**config.mk**
```make
export PLATFORM = sky130hd
export DESIGN_NAME = dthr_hit_disc
export DESIGN_NICKNAME = d
export VERILOG_FILES = /design/src/rtl/dthr_pkg.sv /design/src/rtl/dthr_cond.sv /design/src/rtl/dthr_tstamp.sv /design/src/rtl/dthr_qual.sv /design/src/rtl/dthr_hit_disc.sv
export SDC_FILE = /design/constraint.sdc
export NUM_CORES = 1
export LEC_CHECK = 0
export BUFFER_PORTS_ARGS = -buffer_cell sky130_fd_sc_hd__buf_4
export CORE_MARGIN = 10
export CORE_UTILIZATION = 45
export DETAILED_ROUTE_END_ITERATION = 6
export GPL_TIMING_DRIVEN = 0
export PLACE_DENSITY = 0.66
export SYNTH_ARGS = -nofsm -noshare
export SYNTH_HDL_FRONTEND = slang
export SYNTH_SLANG_ARGS = --single-unit
```
**constraint.sdc**
```tcl
create_clock -name clk -period 4.26 [get_ports clk]
set_input_delay 0 -clock clk [delete_from_list [all_inputs] [get_ports clk]]
set_output_delay 0 -clock clk [all_outputs]
set_load 0.01 [all_outputs]
```
**src/rtl/dthr_pkg.sv**
```systemverilog
package dthr_pkg;
  typedef enum logic [1:0] {
    QS_ARMED = 2'd0,
    QS_WAIT  = 2'd1,
    QS_HOLD  = 2'd2
  } qual_st_t;
endpackage

```
**src/rtl/dthr_cond.sv**
```systemverilog
module dthr_cond #(
  parameter int SAMPLE_W = 12
) (
  input  logic signed [SAMPLE_W-1:0]      smp_data,
  input  logic                            neg_pol,
  input  logic        [1:0][SAMPLE_W-1:0] lvls,
  output logic        [1:0]               ge
);
  localparam int EXT_W = SAMPLE_W + 1;

  logic signed [EXT_W-1:0] ext;
  logic signed [EXT_W-1:0] cond;

  assign ext  = $signed({smp_data[SAMPLE_W-1], smp_data});
  assign cond = neg_pol ? -ext : ext;

  for (genvar g = 0; g < 2; g++) begin : g_cmp
    logic signed [EXT_W-1:0] lvl_ext;
    assign lvl_ext = $signed({lvls[g][SAMPLE_W-1], lvls[g]});
    assign ge[g]   = (cond >= lvl_ext);
  end
endmodule

```
**src/rtl/dthr_tstamp.sv**
```systemverilog
module dthr_tstamp #(
  parameter int TS_W = 16
) (
  input  logic            clk,
  input  logic            rst_n,
  input  logic            adv,
  output logic [TS_W-1:0] cnt
);
  logic [TS_W-1:0] cnt_q;
  logic [TS_W-1:0] cnt_d;

  always_comb begin
    cnt_d = cnt_q + {{(TS_W-1){1'b0}}, 1'b1};
  end

  always_ff @(posedge clk or negedge rst_n) begin
    if (!rst_n) begin
      cnt_q <= '0;
    end else if (adv) begin
      cnt_q <= cnt_d;
    end
  end

  assign cnt = cnt_q;
endmodule

```
**src/rtl/dthr_qual.sv**
```systemverilog
module dthr_qual
  import dthr_pkg::*;
#(
  parameter int WIN_W = 8,
  parameter int TS_W  = 16
) (
  input  logic             clk,
  input  logic             rst_n,
  input  logic             smp_valid,
  input  logic             ge_lo,
  input  logic             ge_hi,
  input  logic [WIN_W-1:0] win_len,
  input  logic [TS_W-1:0]  cur_idx,
  output logic             hit_stb,
  output logic [TS_W-1:0]  hit_time
);
  qual_st_t        st_q, st_d;
  logic [WIN_W-1:0] k_q, k_d;
  logic [WIN_W:0]   k_next;
  logic [TS_W-1:0]  ts_q, ts_d;
  logic [TS_W-1:0]  time_q, time_d;
  logic             stb_q, stb_d;

  assign k_next = {1'b0, k_q} + {{WIN_W{1'b0}}, 1'b1};

  always_comb begin
    st_d   = st_q;
    k_d    = k_q;
    ts_d   = ts_q;
    time_d = time_q;
    stb_d  = 1'b0;
    if (smp_valid) begin
      case (st_q)
        QS_ARMED: begin
          if (ge_lo) begin
            ts_d = cur_idx;
            k_d  = '0;
            if (ge_hi) begin
              stb_d  = 1'b1;
              time_d = cur_idx;
              st_d   = QS_HOLD;
            end else if (win_len == '0) begin
              st_d = QS_HOLD;
            end else begin
              st_d = QS_WAIT;
            end
          end
        end
        QS_WAIT: begin
          if (ge_hi) begin
            stb_d  = 1'b1;
            time_d = ts_q;
            st_d   = QS_HOLD;
          end else if (!ge_lo) begin
            st_d = QS_ARMED;
          end else if (k_next >= {1'b0, win_len}) begin
            st_d = QS_HOLD;
          end else begin
            k_d = k_next[WIN_W-1:0];
          end
        end
        QS_HOLD: begin
          if (!ge_lo) begin
            st_d = QS_ARMED;
          end
        end
        default: st_d = QS_ARMED;
      endcase
    end
  end

  always_ff @(posedge clk or negedge rst_n) begin
    if (!rst_n) begin
      st_q   <= QS_ARMED;
      k_q    <= '0;
      ts_q   <= '0;
      time_q <= '0;
    end else if (smp_valid) begin
      st_q   <= st_d;
      k_q    <= k_d;
      ts_q   <= ts_d;
      time_q <= time_d;
    end
  end

  always_ff @(posedge clk or negedge rst_n) begin
    if (!rst_n) begin
      stb_q <= 1'b0;
    end else begin
      stb_q <= stb_d;
    end
  end

  assign hit_stb  = stb_q;
  assign hit_time = time_q;
endmodule

```
**src/rtl/dthr_hit_disc.sv**
```systemverilog
module dthr_hit_disc #(
  parameter int SAMPLE_W = 12,
  parameter int TS_W     = 16,
  parameter int WIN_W    = 8
) (
  input  logic                       clk,
  input  logic                       rst_n,
  input  logic                       smp_valid,
  input  logic signed [SAMPLE_W-1:0] smp_data,
  input  logic signed [SAMPLE_W-1:0] lvl_time,
  input  logic signed [SAMPLE_W-1:0] lvl_conf,
  input  logic        [WIN_W-1:0]    win_len,
  input  logic                       neg_pol,
  output logic                       hit_stb,
  output logic        [TS_W-1:0]     hit_time
);
  logic [1:0][SAMPLE_W-1:0] lvls;
  logic [1:0]               ge;
  logic [TS_W-1:0]          cur_idx;

  assign lvls[0] = lvl_time;
  assign lvls[1] = lvl_conf;

  dthr_cond #(.SAMPLE_W(SAMPLE_W)) u_cond (
    .smp_data (smp_data),
    .neg_pol  (neg_pol),
    .lvls     (lvls),
    .ge       (ge)
  );

  dthr_tstamp #(.TS_W(TS_W)) u_tstamp (
    .clk   (clk),
    .rst_n (rst_n),
    .adv   (smp_valid),
    .cnt   (cur_idx)
  );

  dthr_qual #(.WIN_W(WIN_W), .TS_W(TS_W)) u_qual (
    .clk       (clk),
    .rst_n     (rst_n),
    .smp_valid (smp_valid),
    .ge_lo     (ge[0]),
    .ge_hi     (ge[1]),
    .win_len   (win_len),
    .cur_idx   (cur_idx),
    .hit_stb   (hit_stb),
    .hit_time  (hit_time)
  );
endmodule

```
==> impl_metrics.json <==
{
  "power.density_cell_area_nw_per_um2": 421,
  "root_cell_of_the_clock_tree": "clkbuf_8",
  "via_count_of_the_first_global_routing_pass": 3055,
  "netlist_area_sq_um": 3940,
  "synth_area_leader_cell": "dfrtp_1",
  "firstDrtPassIters": 4,
  "worst-endpoint-required_ns": 4.48,
  "cts-buffers-inserted": 9,
  "drcViolationCount": 0,
  "finalCoreUtilization": 0.556,
  "maxCapViolations": 0,
  "synth_cells": 364,
  "hold_ws_ns": 0.0714,
  "synth_edf_count": 0,
  "synthToLayoutAreaGrowth_pct": 22.0,
  "crit_arrival_ns": 3.12,
  "drt.antenna.violating_nets": 0,
  "area_share_of_the_largest_cell_type_after_synthesis": 0.375,
  "final_min_period_over_clock_period": 0.681,
  "worstHoldPathType": "primary input to flop",
  "dieArea_sq_um": 12900,
  "seq_area_frac_synth": 0.375,
  "startpoint_type": "primary input",
  "final.min_clock_period_ns": 2.90,
  "initial_utilization": 0.456,
  "syn_avg_cell_area_sq_um": 10.8,
  "asyncSetResetFlopFracSynth": 1.00,
  "final_nets": 525,
  "grt_max_degree": 60,
  "yosys_warnings": 0,
  "slew_headroom": 0.506,
  "grt_setup_unrepaired": "false",
  "avgRoutedWirePerCell_um": 15.1,
  "worstSkewPairLatency_ns": 0.34,
  "wire_length_of_the_first_global_routing_pass_um": 14200,
  "postCtsResizedCells": 0,
  "cp-end-kind": "flop",
  "nFillCells": 767,
  "antennaDiodeCount": 0,
  "max_slew.worst_pin.slew_ns": 0.741,
  "placeableCoreArea_sq_um": 8640,
  "clock_tree.htree_level_count": 3,
  "num_vias": 2871,
  "dp_hpwl_um": 6410,
  "grt_util_all_layers": 0.132,
  "ys_ff_latch": 59,
  "static-leakage-power_uw": 0.00241,
  "sequential_cell_area_sq_um": 1480,
  "status": "finished, final reports clean",
  "timing_worst_setup_path_type": "primary input to flop",
  "finClkSkew_ns": 0.0110,
  "port-buffer-count": 64,
  "synth_area_leaders": "dfrtp_1 38%, ha_1 12%, mux2_2 8.9%",
  "maxSlewViolCount": 0,
  "die_h_um": 114,
  "post-route-cell-area_sq_um": 4800,
  "multi_input_comb_area_sq_um": 2250,
  "post_route_cells_drive_above_1_share": 0.335,
  "final_hold_violating_endpoints": 0,
  "max-vdd-ir-drop_mv": 0.266,
  "routed_via_density": 5.19,
  "drtIter0Drc": 116,
  "antenna_found_initial": 0,
  "setup_tns_ns": 0,
  "total_cell_area_at_the_placement_stage_sq_um": 4550,
  "number_of_top_level_pins": 65,
  "synth_top_flop_cell": "dfrtp_1",
  "overflow": 0,
  "tritoncts_clock_tree": "yes",
  "clock.fmax_mhz": 344,
  "gp_congestion": 0.821,
  "ff2ff_setup_slack_ns": 1.46,
  "core.rowCount": 34,
  "netlist_cell_types": 54,
  "drt_wl_total_um": 8370,
  "dieWidth_um": 114,
  "cts_sinks": 59,
  "clk_pin_slew_ns": 0.07,
  "crit_path_max_fanout": 10,
  "clockBufferDepth": 2,
  "post_synth_net_total": 449,
  "final-setup-viol-count": 0
}
==> Yosys cell counts, drive strengths merged (2+ instances only) <==
library cell,n
a211oi,2
a21oi,13
a32o,6
and3,4
and4,3
buf,6
clkbuf,2
dfrtp,59
ha,37
inv,40
mux2,50
nand2,23
nand2b,5
nand3,12
nand4,10
nor2,13
nor3,4
nor4,4
o211ai,3
o21ai,10
o22ai,4
o31ai,3
o41ai,2
or3,2
xnor2,24
xor2,6
==> flip-flops by register name (all words and copies together) (netlist names) <==
name,count
u_tstamp.cnt,16
u_qual.hit_stb,1
u_qual.ts_q,16
u_qual.hit_time,16
u_qual.st_q,2
u_qual.k_q,8
==> metal layers <==
metal,global-route usage,routed length [um],vias to the layer above
met5,0,0,-
met1,0.163,3950,1353
li1,-,-,1457
met2,0.215,3940,49
met4,0.0592,142,0
met3,0.0304,332,12
==> cells by family (layout without fill, tap and decap cells) <==
| group | Yosys count | in the layout | share of synthesized area |
|---|---|---|---|
| AO/OA/AOI/OAI | 53 | 53 | 0.0995 |
| XOR/XNOR | 30 | 30 | 0.0668 |
| adder cells (fa/ha/maj) | 37 | 37 | 0.118 |
| buffers and inverters | 48 | 129 | 0.0541 |
| flip-flops | 59 | 59 | 0.375 |
| multiplexers | 51 | 51 | 0.164 |
| AND/OR/NAND/NOR | 86 | 86 | 0.123 |
==> cell type report <==
class,instances,area share
well taps,108,0.0281
flip-flops and latches,59,0.307
plain buffers,8,0.0130
repair buffers,65,0.102
clock buffers,11,0.0294
inverters,40,0.0313
clock inverters,5,0.0208
multi-input cells,257,0.468
==> worst max-delay path, cell delays in order <==
cell      delay [ns]
buf_4           0.12
inv_1           0.10
ha_1            0.17
nand2b_1        0.09
nand2b_1        0.18
o41ai_1         0.33
xnor2_1         0.23
ha_1            0.30
a21oi_1         0.17
o211ai_1        0.11
a22oi_2         0.23
nand2_2         0.14
o211ai_4        0.39
buf_6           0.25
mux2_4          0.31
==> where the power goes <==
part | total (uW) | internal (uW) | switching (uW)
clock network | 627 | 403 | 225
registers | 755 | 668 | 86.9
logic | 640 | 331 | 308
total | 2020 | 1400 | 620
==> stage by stage <==
step	worst slack, ns	power (uW)	cells
global route	1.09	2140	553
finish	1.36	2020	553
floorplan	1.60	1200	364
CTS	1.33	2040	553
global placement	1.05	1390	536
detailed placement	0.964	1410	536
==> timing repair <==
action                                 CTS  global route
hold buffers                             1             0
buffers inserted                         0             0
endpoints found under the hold margin   59             0
==> cell usage in the layout (no fill, tap or decap), drive strengths merged, types with 13 or more instances in the layout <==
cell,netlist,final
buf,6,70
dfrtp,59,59
mux2,50,50
inv,40,40
ha,37,37
xnor2,24,24
nand2,23,23
a21oi,13,13
nor2,13,13
clkbuf,2,13
==> worst paths after layout <==
kind / start / end / depth (start not counted)
max in group asynchronous: rst_n / u_qual.hit_time[4] / 2
max reg2reg: u_qual.k_q[0] / u_qual.k_q[0] / 11
min: smp_valid / u_qual.st_q[0] / 3
max: smp_data[0] / u_qual.hit_time[13] / 15
min in group asynchronous: rst_n / u_qual.hit_time[11] / 2
min reg2reg: u_qual.ts_q[12] / u_qual.ts_q[12] / 1
No activity file was read; power rests on OpenSTA's default activity.
